==> config.mk <==
export PLATFORM = sky130hd
export DESIGN_NAME = fdf_top
export DESIGN_NICKNAME = d
export VERILOG_FILES = /design/src/rtl/fdf_pkg.sv /design/src/rtl/fdf_win.sv /design/src/rtl/fdf_regs.sv /design/src/rtl/fdf_seq.sv /design/src/rtl/fdf_top.sv
export SDC_FILE = /design/constraint.sdc
export NUM_CORES = 2
export LEC_CHECK = 0
export BUFFER_PORTS_ARGS = -buffer_cell sky130_fd_sc_hd__buf_2
export CAP_MARGIN = 25
export CORE_ASPECT_RATIO = 1.75
export CORE_UTILIZATION = 35
export CTS_CLUSTER_SIZE = 12
export DETAILED_ROUTE_END_ITERATION = 16
export GPL_TIMING_DRIVEN = 0
export PLACE_DENSITY = 0.52
export SYNTH_ARGS = -nofsm -noshare
export SYNTH_HDL_FRONTEND = slang
export SYNTH_SLANG_ARGS = --single-unit
==> constraint.sdc <==
create_clock -name clk -period 5.4 [get_ports clk]
set_input_delay 0.54 -clock clk [delete_from_list [all_inputs] [get_ports clk]]
set_output_delay 0.54 -clock clk [all_outputs]
set_load 0.005 [all_outputs]
==> src/rtl/fdf_pkg.sv <==
package fdf_pkg;
  localparam logic [31:0] LINK_MASK   = 32'hFFFF_FFF0;
  localparam logic [31:0] BRANCH_MASK = 32'hFFFF_FFF3;
  localparam int BR_ACT = 0;
  localparam int BR_IRQ = 1;

  typedef enum logic [1:0] {
    DW_LINK = 2'd0,
    DW_SRC  = 2'd1,
    DW_ID   = 2'd2,
    DW_CMD  = 2'd3
  } dword_e;

  typedef enum logic [1:0] {
    ST_IDLE  = 2'd0,
    ST_SEL   = 2'd1,
    ST_FETCH = 2'd2,
    ST_CHK   = 2'd3
  } seq_state_e;
endpackage

==> src/rtl/fdf_win.sv <==
module fdf_win #(
  parameter logic [31:0] BASE  = 32'h0000_1000,
  parameter logic [31:0] BYTES = 32'h0000_1000,
  parameter int          SPAN  = 16
) (
  input  logic [31:0] addr,
  output logic        ok
);
  localparam logic [32:0] LIMIT = {1'b0, BASE} + {1'b0, BYTES};
  logic [32:0] last_excl;

  always_comb begin
    last_excl = {1'b0, addr} + 33'(SPAN);
    ok = (addr >= BASE) && (last_excl <= LIMIT);
  end
endmodule

==> src/rtl/fdf_regs.sv <==
module fdf_regs
  import fdf_pkg::*;
#(
  parameter int              NCH     = 7,
  parameter int              AW      = 12,
  parameter int              CW      = 3,
  parameter logic [AW-1:0]   CH_BASE = 12'h200,
  parameter logic [AW-1:0]   BR_BASE = 12'h100
) (
  input  logic          clk,
  input  logic          rst,
  input  logic          reg_wr,
  input  logic          reg_rd,
  input  logic [AW-1:0] reg_addr,
  input  logic [31:0]   reg_wdata,
  output logic [31:0]   reg_rdata,
  output logic          reg_err,
  input  logic [CW-1:0] cur_ch,
  input  logic          upd_we,
  input  logic [1:0]    upd_word,
  input  logic [31:0]   upd_data,
  input  logic          src_clr,
  input  logic          bra_clr,
  output logic [31:0]   cur_link,
  output logic [31:0]   cur_src,
  output logic [31:0]   cur_br
);
  localparam logic [AW-1:0] NCH_A = AW'(NCH);

  logic [31:0] link_q [NCH];
  logic [31:0] src_q  [NCH];
  logic [31:0] id_q   [NCH];
  logic [31:0] cmd_q  [NCH];
  logic [31:0] br_q   [NCH];

  logic [AW-1:0] ch_off, br_off;
  logic          ch_hit, br_hit;
  logic [CW-1:0] ch_idx, br_idx;
  logic [1:0]    ch_word;

  always_comb begin
    ch_off  = reg_addr - CH_BASE;
    br_off  = reg_addr - BR_BASE;
    ch_hit  = (reg_addr >= CH_BASE) && (ch_off[1:0] == 2'b00) && ((ch_off >> 4) < NCH_A);
    br_hit  = (reg_addr >= BR_BASE) && (br_off[1:0] == 2'b00) && ((br_off >> 2) < NCH_A);
    ch_idx  = ch_off[4 +: CW];
    br_idx  = br_off[2 +: CW];
    ch_word = ch_off[3:2];
  end

  always_ff @(posedge clk) begin
    if (rst) begin
      for (int c = 0; c < NCH; c++) begin
        link_q[c] <= '0;
        src_q[c]  <= '0;
        id_q[c]   <= '0;
        cmd_q[c]  <= '0;
        br_q[c]   <= '0;
      end
    end else begin
      for (int c = 0; c < NCH; c++) begin
        if (reg_wr && ch_hit && ch_idx == CW'(c) && ch_word == DW_LINK)
          link_q[c] <= reg_wdata & LINK_MASK;
        if (src_clr && cur_ch == CW'(c))
          src_q[c] <= '0;
        if (upd_we && cur_ch == CW'(c)) begin
          case (upd_word)
            DW_LINK: link_q[c] <= upd_data;
            DW_SRC:  src_q[c]  <= upd_data;
            DW_ID:   id_q[c]   <= upd_data;
            default: cmd_q[c]  <= upd_data;
          endcase
        end
        if (bra_clr && cur_ch == CW'(c))
          br_q[c][BR_ACT] <= 1'b0;
        if (reg_wr && br_hit && br_idx == CW'(c))
          br_q[c] <= reg_wdata & BRANCH_MASK;
      end
    end
  end

  always_ff @(posedge clk) begin
    if (rst) begin
      reg_rdata <= '0;
      reg_err   <= 1'b0;
    end else begin
      reg_err <= 1'b0;
      if (reg_rd) begin
        if (ch_hit) begin
          case (ch_word)
            DW_LINK: reg_rdata <= link_q[ch_idx];
            DW_SRC:  reg_rdata <= src_q[ch_idx];
            DW_ID:   reg_rdata <= id_q[ch_idx];
            default: reg_rdata <= cmd_q[ch_idx];
          endcase
        end else if (br_hit) begin
          reg_rdata <= br_q[br_idx];
        end else begin
          reg_rdata <= '0;
          reg_err   <= 1'b1;
        end
      end
    end
  end

  assign cur_link = link_q[cur_ch];
  assign cur_src  = src_q[cur_ch];
  assign cur_br   = br_q[cur_ch];

  AST_ERR_AFTER_READ: assert property (@(posedge clk) disable iff (rst)
    reg_err |-> $past(reg_rd));

  AST_BRANCH_ONE_SHOT: assert property (@(posedge clk) disable iff (rst)
    (bra_clr && !(reg_wr && br_hit && br_idx == cur_ch)) |=> !cur_br[BR_ACT]);
endmodule

==> src/rtl/fdf_seq.sv <==
module fdf_seq
  import fdf_pkg::*;
#(
  parameter int          NCH       = 7,
  parameter int          CW        = 3,
  parameter logic [31:0] WIN_BASE  = 32'h0000_1000,
  parameter logic [31:0] WIN_BYTES = 32'h0000_1000
) (
  input  logic           clk,
  input  logic           rst,
  input  logic           frame_start,
  input  logic [NCH-1:0] chan_en,
  output logic           busy,
  output logic           frame_done,
  output logic           mem_req,
  output logic [31:0]    mem_addr,
  input  logic           mem_ack,
  input  logic [31:0]    mem_rdata,
  output logic           evt_bs,
  output logic           evt_ber,
  output logic [CW-1:0]  evt_chan,
  output logic [CW-1:0]  cur_ch,
  output logic           upd_we,
  output logic [1:0]     upd_word,
  output logic [31:0]    upd_data,
  output logic           src_clr,
  output logic           bra_clr,
  input  logic [31:0]    cur_link,
  input  logic [31:0]    cur_src,
  input  logic [31:0]    cur_br
);
  localparam logic [CW-1:0] LAST_CH = CW'(NCH - 1);
  localparam logic [32:0]   WIN_END = {1'b0, WIN_BASE} + {1'b0, WIN_BYTES};

  seq_state_e    state_q;
  logic [CW-1:0] ch_q;
  logic [1:0]    word_q;
  logic [31:0]   ptr;
  logic          ptr_ok, src_ok, ch_on;

  assign ch_on = chan_en[ch_q];
  assign ptr   = cur_br[BR_ACT] ? (cur_br & LINK_MASK) : cur_link;

  fdf_win #(.BASE(WIN_BASE), .BYTES(WIN_BYTES), .SPAN(16)) u_desc_win (
    .addr(ptr), .ok(ptr_ok));
  fdf_win #(.BASE(WIN_BASE), .BYTES(WIN_BYTES), .SPAN(1)) u_src_win (
    .addr(cur_src), .ok(src_ok));

  assign busy     = (state_q != ST_IDLE);
  assign mem_req  = (state_q == ST_FETCH);
  assign cur_ch   = ch_q;
  assign src_clr  = (state_q == ST_SEL);
  assign bra_clr  = (state_q == ST_SEL) && ch_on && cur_br[BR_ACT];
  assign upd_we   = (state_q == ST_FETCH) && mem_ack;
  assign upd_word = word_q;
  assign upd_data = mem_rdata;

  always_ff @(posedge clk) begin
    if (rst) begin
      state_q    <= ST_IDLE;
      ch_q       <= '0;
      word_q     <= '0;
      mem_addr   <= '0;
      evt_bs     <= 1'b0;
      evt_ber    <= 1'b0;
      evt_chan   <= '0;
      frame_done <= 1'b0;
    end else begin
      evt_bs     <= 1'b0;
      evt_ber    <= 1'b0;
      frame_done <= 1'b0;
      case (state_q)
        ST_IDLE: begin
          if (frame_start) begin
            ch_q    <= '0;
            state_q <= ST_SEL;
          end
        end
        ST_SEL: begin
          if (!ch_on) begin
            if (ch_q == LAST_CH) begin
              state_q    <= ST_IDLE;
              frame_done <= 1'b1;
            end else begin
              ch_q    <= ch_q + 1'b1;
              state_q <= ST_SEL;
            end
          end else begin
            if (cur_br[BR_ACT] && cur_br[BR_IRQ]) begin
              evt_bs   <= 1'b1;
              evt_chan <= ch_q;
            end
            if (ptr_ok) begin
              mem_addr <= ptr;
              word_q   <= '0;
              state_q  <= ST_FETCH;
            end else begin
              state_q <= ST_CHK;
            end
          end
        end
        ST_FETCH: begin
          if (mem_ack) begin
            if (word_q == 2'd3) begin
              state_q <= ST_CHK;
            end else begin
              word_q   <= word_q + 1'b1;
              mem_addr <= mem_addr + 32'd4;
            end
          end
        end
        default: begin
          if (cur_src == 32'd0 || !src_ok) begin
            evt_ber  <= 1'b1;
            evt_chan <= ch_q;
          end
          if (ch_q == LAST_CH) begin
            state_q    <= ST_IDLE;
            frame_done <= 1'b1;
          end else begin
            ch_q    <= ch_q + 1'b1;
            state_q <= ST_SEL;
          end
        end
      endcase
    end
  end

  AST_ADDR_HELD: assert property (@(posedge clk) disable iff (rst)
    (mem_req && !mem_ack) |=> (mem_req && $stable(mem_addr)));

  AST_ASCENDING: assert property (@(posedge clk) disable iff (rst)
    (busy && $past(busy) && cur_ch != $past(cur_ch)) |-> (cur_ch == CW'($past(cur_ch) + 1'b1)));

  AST_REQ_IN_WINDOW: assert property (@(posedge clk) disable iff (rst)
    mem_req |-> (mem_addr >= WIN_BASE && {1'b0, mem_addr} + 33'd4 <= WIN_END));

  AST_EVT_EXCLUSIVE: assert property (@(posedge clk) disable iff (rst)
    $onehot0({evt_bs, evt_ber}));

  AST_DONE_IDLE: assert property (@(posedge clk) disable iff (rst)
    frame_done |-> !busy);
endmodule

==> src/rtl/fdf_top.sv <==
module fdf_top #(
  parameter int          NCH       = 7,
  parameter int          AW        = 12,
  parameter logic [31:0] WIN_BASE  = 32'h0000_1000,
  parameter logic [31:0] WIN_BYTES = 32'h0000_1000,
  parameter int          CW        = (NCH > 1) ? $clog2(NCH) : 1
) (
  input  logic           clk,
  input  logic           rst,
  input  logic           reg_wr,
  input  logic           reg_rd,
  input  logic [AW-1:0]  reg_addr,
  input  logic [31:0]    reg_wdata,
  output logic [31:0]    reg_rdata,
  output logic           reg_err,
  input  logic [NCH-1:0] chan_en,
  input  logic           frame_start,
  output logic           busy,
  output logic           frame_done,
  output logic           mem_req,
  output logic [31:0]    mem_addr,
  input  logic           mem_ack,
  input  logic [31:0]    mem_rdata,
  output logic           evt_bs,
  output logic           evt_ber,
  output logic [CW-1:0]  evt_chan
);
  localparam logic [AW-1:0] CH_BASE = AW'(12'h200);
  localparam logic [AW-1:0] BR_BASE = AW'(12'h100);

  logic [CW-1:0] cur_ch;
  logic          upd_we, src_clr, bra_clr;
  logic [1:0]    upd_word;
  logic [31:0]   upd_data, cur_link, cur_src, cur_br;

  fdf_regs #(.NCH(NCH), .AW(AW), .CW(CW), .CH_BASE(CH_BASE), .BR_BASE(BR_BASE)) u_regs (
    .clk(clk), .rst(rst),
    .reg_wr(reg_wr), .reg_rd(reg_rd), .reg_addr(reg_addr), .reg_wdata(reg_wdata),
    .reg_rdata(reg_rdata), .reg_err(reg_err),
    .cur_ch(cur_ch), .upd_we(upd_we), .upd_word(upd_word), .upd_data(upd_data),
    .src_clr(src_clr), .bra_clr(bra_clr),
    .cur_link(cur_link), .cur_src(cur_src), .cur_br(cur_br));

  fdf_seq #(.NCH(NCH), .CW(CW), .WIN_BASE(WIN_BASE), .WIN_BYTES(WIN_BYTES)) u_seq (
    .clk(clk), .rst(rst), .frame_start(frame_start), .chan_en(chan_en),
    .busy(busy), .frame_done(frame_done),
    .mem_req(mem_req), .mem_addr(mem_addr), .mem_ack(mem_ack), .mem_rdata(mem_rdata),
    .evt_bs(evt_bs), .evt_ber(evt_ber), .evt_chan(evt_chan),
    .cur_ch(cur_ch), .upd_we(upd_we), .upd_word(upd_word), .upd_data(upd_data),
    .src_clr(src_clr), .bra_clr(bra_clr),
    .cur_link(cur_link), .cur_src(cur_src), .cur_br(cur_br));
endmodule

Word-level counts from Yosys, hierarchy flattened

Memory sizes are Yosys's and may differ from the RTL's. A register that Yosys moved wholly into a read port is not among the register bits.
Cells that the tools add are included.
Widths: inputs -> output; s select.

Bits in registers: 78
Bits in writable memories: 1106
Bits of input ports: 89
Output and inout bits: 73
Word-level logic and storage cells: 489
Memories kept: 5

$add $sub $neg: 7
Order comparisons: 9
Eq/ne operators: 33
Muxes and demuxes: 280
Bitwise gates (word level): 68
Reductions and logical operators: 77

Memories:

| memory        | depth | width | rd ports | clocked after Yosys merged registers in | wr ports | RTL line       | text |
|---|---|---|---|---|---|---|---|
| u_regs.cmd_q  | 7     | 32    | 1        | 0                                       | 7        | fdf_regs.sv:33 | `logic [31:0] cmd_q [NCH];` |
| u_regs.id_q   | 7     | 32    | 1        | 0                                       | 7        | fdf_regs.sv:32 | `logic [31:0] id_q [NCH];` |
| u_regs.link_q | 7     | 32    | 2        | 1                                       | 7        | fdf_regs.sv:30 | `logic [31:0] link_q [NCH];` |
| u_regs.src_q  | 7     | 32    | 2        | 1                                       | 7        | fdf_regs.sv:31 | `logic [31:0] src_q [NCH];` |
| u_regs.br_q   | 7     | 30    | 2        | 1                                       | 7        | fdf_regs.sv:34 | `logic [31:0] br_q [NCH];` |

Operators with widths:

| kind                   | count |
|---|---|
| $mux 32                | 49 |
| $mux 29                | 7 |
| $mux 1                 | 196 |
| $pmux 32 s3            | 1 |
| $le 33x14->1 const B   | 2 |
| $ge 32x13->1 const B   | 2 |
| $pmux 32 s2            | 1 |
| $or 1x1->1             | 63 |
| $logic_and 1x1->1      | 54 |
| $mux 3                 | 12 |
| $add 32x1->33 const B  | 1 |
| $add 32x5->33 const B  | 1 |
| $add 32x3->32 const B  | 1 |
| $logic_not 32->1       | 1 |
| $eq 3x3->1 const B     | 9 |
| $eq 3x2->1 const B     | 6 |
| $mux 2                 | 8 |
| $ge 12x10->1 const B   | 1 |
| $ge 12x9->1 const B    | 1 |
| $sub 12x10->12 const B | 1 |
| $sub 12x9->12 const B  | 1 |
| $logic_not 2->1        | 5 |
| $lt 10x3->1 const B    | 1 |
| $ne 2x1->1 const B     | 5 |
| 25 further kinds       | 45 |

Depth between registers and ports, before layout

Word-level depth: 12
Gate-level depth with buffers: 21
Depth with buffers taken out: 13

Hierarchy

A second synthesis with hierarchy kept.

Cell total of the unflattened synthesis: 5129
Area, all modules: 61411.4 µm²

Modules (own cells, without submodules):

| module                     | times used | cells an instance | area each (µm²) |
|---|---|---|---|
| fdf_regs                   | 1          | 4521              | 56678.1 |
| fdf_seq                    | 1          | 471               | 3841.2 |
| fdf_win (u_seq.u_src_win)  | 1          | 82                | 535.5 |
| fdf_win (u_seq.u_desc_win) | 1          | 55                | 356.6 |

Worst setup path after synthesis

OpenSTA, ideal clock, no wires.

Path type: reg2reg
Start: reg (tool-made name)
End: reg u_seq.mem_addr[11]
Setup time: 119 ps
Arrival time: 3910 ps
Data required time: 5281 ps
Path slack: 1371 ps
Stages on the path, launching flop included: 18
Period minus slack after synthesis: 4029 ps
Cell sequence: dfxtp_1 buf_6 buf_12 buf_6 buf_4 mux2i_1 o22a_1 o21ai_0 a311oi_1 a32oi_1 a31oi_1 a31oi_1 or4_1 or4_1 o21a_1 clkbuf_1 buf_2 o221a_2

RTL lines:

| item                 | RTL line       | text |
|---|---|---|
| to (signal assigned) | fdf_seq.sv:94  | `mem_addr <= ptr;` |
| to (signal assigned) | fdf_seq.sv:108 | `mem_addr <= mem_addr + 32'd4;` |
| to (decl)            | fdf_seq.sv:16  | `output logic [31:0] mem_addr,` |

==> impl_metrics.tcl <==
set metrics [dict create \
    violations "setup timing" \
    async_flop_share_pct 0 \
    cp.required_ps 5840 \
    n_fill_cell 16470 \
    dr_total_vias 46320 \
    power.density_nw_per_um2 322.3 \
    tightest_slew_ps 1193 \
    ys_ff_latch 1187 \
    grt_max_degree 25 \
    skew_ps 47.38 \
    final_cell_mix "1106 x edfxtp_1, 798 x nor2_1, 645 x nand2_1, 383 x mux2i_1, 344 x clkbuf_1" \
    maxSlewHeadroom_pct 20.48 \
    path_delay_family "buffers and inverters" \
    synth_ff_type "edfxtp_1" \
    overflow 0 \
    clk_pin_slew_ps 60 \
    synth_top_area_share_pct 54.82 \
    dpl.hpwl_um 220500 \
    cp_data_arrival_time_ps 6000 \
    grt_use_total_pct 31.45 \
    status "complete, but fails checks" \
    grt_pass1_wl_um 374500 \
    ys_top_cells_by_area "edfxtp_1 55%, mux4_2 9.3%, mux2i_1 6.4%" \
    drv_cap 0 \
    cts_tree "yes" \
    drt-total-wl_um 277700 \
    endpoint_kind "flip-flop" \
    min_delay_path_depth 2 \
    fmax_ghz 0.1800 \
    fin_ws_ps -154.5 \
    timing.final.crit_share_pct 102.9 \
    critical_path_class "in2reg" \
    hold_buffers 0 \
    synthesis.area_um2 60580 \
    insertion_delay_ps 760 \
    ios 162 \
    fp.dieW_um 316.5 \
    syn_to_final_growth_pct 15.40 \
    r2r_cells 19 \
    yosys.area.top_type "edfxtp_1" \
    worstHoldEndpoint "u_regs.link_q[5][5]" \
    crit_chain "clkbuf_1 > clkbuf_2 > clkbuf_1 > clkbuf_2 > clkbuf_1 > a31oi_1 > clkbuf_1 > nand2_2 > buf_12" \
    vdd_ir_drop_max_uv 264.3 \
    nets 5586 \
    grt_antenna_before_repair 13 \
    drive_gt1_share_pct 16.61 \
    drtIter0Drc 5343 \
    die_area_um2 174800 \
    syn_area_per_cell_um2 11.85 \
    cts_max_path_buffers 3 \
    final_max_slew_viol_count 0 \
    timing.rr.end "u_seq.mem_addr[13]" \
    synth_cells 5111 \
    cp_slowest_cell "clkbuf_1" \
    gp_congestion 1.023 \
    root_buffer "clkbuf_16" \
    wl_per_cell_um 35.66 \
    ant_nets 0 \
    route.detailed.drc 0 \
    numCtsBuffers 114 \
    clock-sinks 1187 \
    period_minus_slack_ps 5554 \
    die_h_um 552.4 \
    grt_pass1_vias 46420 \
    final_common_cell "edfxtp_1" \
    htreeDepth 3 \
    syn_nets 5213 \
    utilization_pct 40.76 \
    ys_seq_area_share_pct 57.50 \
    port_buffers 154 \
    finalSetupViolations 64 \
    ys_warn_count 0 \
    path_max_fanout 22 \
    core-area_um2 171500 \
    leakage_nw 25.21 \
    min-delay-start "mem_rdata[5]" \
    hold_viol_final 0 \
    rows 201 \
    first_pass_iters 9 \
    holdWs_ps 114.7 \
    reg2reg_slack_ps -60 \
    crit_buf_inv 7 \
    crit_path_max_incr_delay_ps 930 \
    start_util_pct 35.32 \
    hold_class "in2reg" \
    critPathMostFrequentCell "clkbuf_1" \
    synth_edf_count 1106 \
    synth.distinct_cells 80 \
    start_kind "primary input" \
    viasPerCell 5.947 \
]
## report_power, final
group	internal [mW]	switching, mW	total [mW]
sequential	10.4	0.208	10.7
combinational	1.31	2.77	4.08
clock	4.12	3.68	7.80
## sequential cells by signal (all words and copies together), names as in the netlist, named ones only
signal and cells:
u_regs.reg_err 1, u_seq.cur_ch 3, u_regs.cmd_q 224, u_seq.evt_bs 1, u_regs.link_q 224, u_seq.mem_addr 32, u_seq.evt_chan 3, u_regs.br_q 210
u_regs.reg_rdata 32, u_regs.id_q 224, u_seq.evt_ber 1, u_seq.frame_done 1, u_seq.upd_word 2, u_seq.state_q 2, u_regs.src_q 224
## synth_stat cells (all sizes together), types with 5 or more instances
library cell / number
a211o: 7
a211oi: 63
a21o: 5
a21oi: 215
a22o: 29
a22oi: 7
a311oi: 6
a31o: 7
a31oi: 27
a32oi: 5
and2: 173
and3: 30
buf: 93
clkbuf: 335
dfxtp: 81
edfxtp: 1106
ha: 13
inv: 82
mux2: 77
mux2i: 387
mux4: 254
nand2: 674
nand2b: 33
nand3: 76
nand4: 22
nor2: 803
nor2b: 31
nor3: 30
nor4: 9
o211ai: 46
o21ai: 233
o22a: 24
o22ai: 30
or2: 11
or3: 10
or4: 8
xnor2: 8
## worst reg2reg max path, cell delays in order (launching register included)
cell,delay (ps)
dfxtp_2,400
buf_8,210
buf_12,220
buf_6,250
buf_8,230
buf_12,220
mux2_2,410
mux2i_2,230
or3b_2,520
a211oi_4,580
nor2_1,130
nand4_1,130
o211ai_1,110
nor4b_2,320
buf_2,250
nand3_1,120
o21a_1,250
clkbuf_1,210
or2_1,400
o21ai_0,220
## how the worst max path moves through the flow
| stage | depth (start not counted) | to | slack [ps] | from |
|---|---|---|---|---|
| after global placement | 10 | u_regs.br_q[1][1] | -3840 | reg_addr[4] |
| after CTS | 20 | u_seq.mem_addr[21] | 10 | flip-flop |
| final | 9 | u_regs.link_q[3][3] | -150 | reg_addr[5] |
| after floorplan | 17 | u_seq.mem_addr[11] | 1370 | flip-flop |
| after global routing | 18 | u_seq.mem_addr[21] | -9 | flip-flop |
| after detailed placement | 17 | u_seq.evt_chan[0] | -2000 | flip-flop |
## through the flow
| stage | power (mW) | setup slack (ps) | instances | setup TNS [ps] | instance area [um^2] |
|---|---|---|---|---|---|
| detailed placement | 14.68 | -2004 | 7598 | -420240 | 65970 |
| CTS | 22.42 | 12.96 | 7771 | 0 | 69730 |
| finish | 22.53 | -154.5 | 7788 | -5762 | 69910 |
| global route | 22.92 | -9.289 | 7781 | -22.37 | 69890 |
| global placement | 14.51 | -3840 | 7498 | -1824830 | 64150 |
| floorplan | 12.76 | 1371 | 5111 | 0 | 60580 |
## repair_timing
| item | in CTS | in global routing |
|---|---|---|
| buffers inserted | 0 | 2 |
| endpoints found under the hold margin | 0 | 0 |
| setup endpoints to repair | 219 | 34 |
| resized for setup | 115 | 27 |
| pin swaps | 1 | 4 |
## metal layers
layer / routed length [um] / up-vias / global-route usage (%) / share of wire [%]
met2: 143200 / 2610 / 56.43 / 52
met1: 85680 / 23290 / 30.63 / 31
met4: 30640 / 6 / 28.21 / 11
li1: - / 19440 / - / -
met3: 18110 / 979 / 5.014 / 6.5
met5: 47 / - / 0 / 0.017
## final cells by class
class                   count  area [um^2]  area share [%]
multi-input cells        3413        23940           34.25
clock inverters            18        225.2          0.3222
diodes                     11        27.53         0.03937
inverters                  82        310.3          0.4439
repair buffers            260         2525           3.612
flip-flops and latches   1187        34830           49.83
plain buffers             426         2103           3.009
clock buffers             158         3148           4.503
well taps                2233         2794           3.996
## cell families after synthesis
family	synth area share (%)
buffers and inverters	3.575
XOR/XNOR	0.1735
flip-flops	57.50
adder cells (fa/ha/maj)	0.2685
AO/OA/AOI/OAI	7.528
AND/OR/NAND/NOR	13.67
multiplexers	17.29
(Power assumes the default switching activity.)
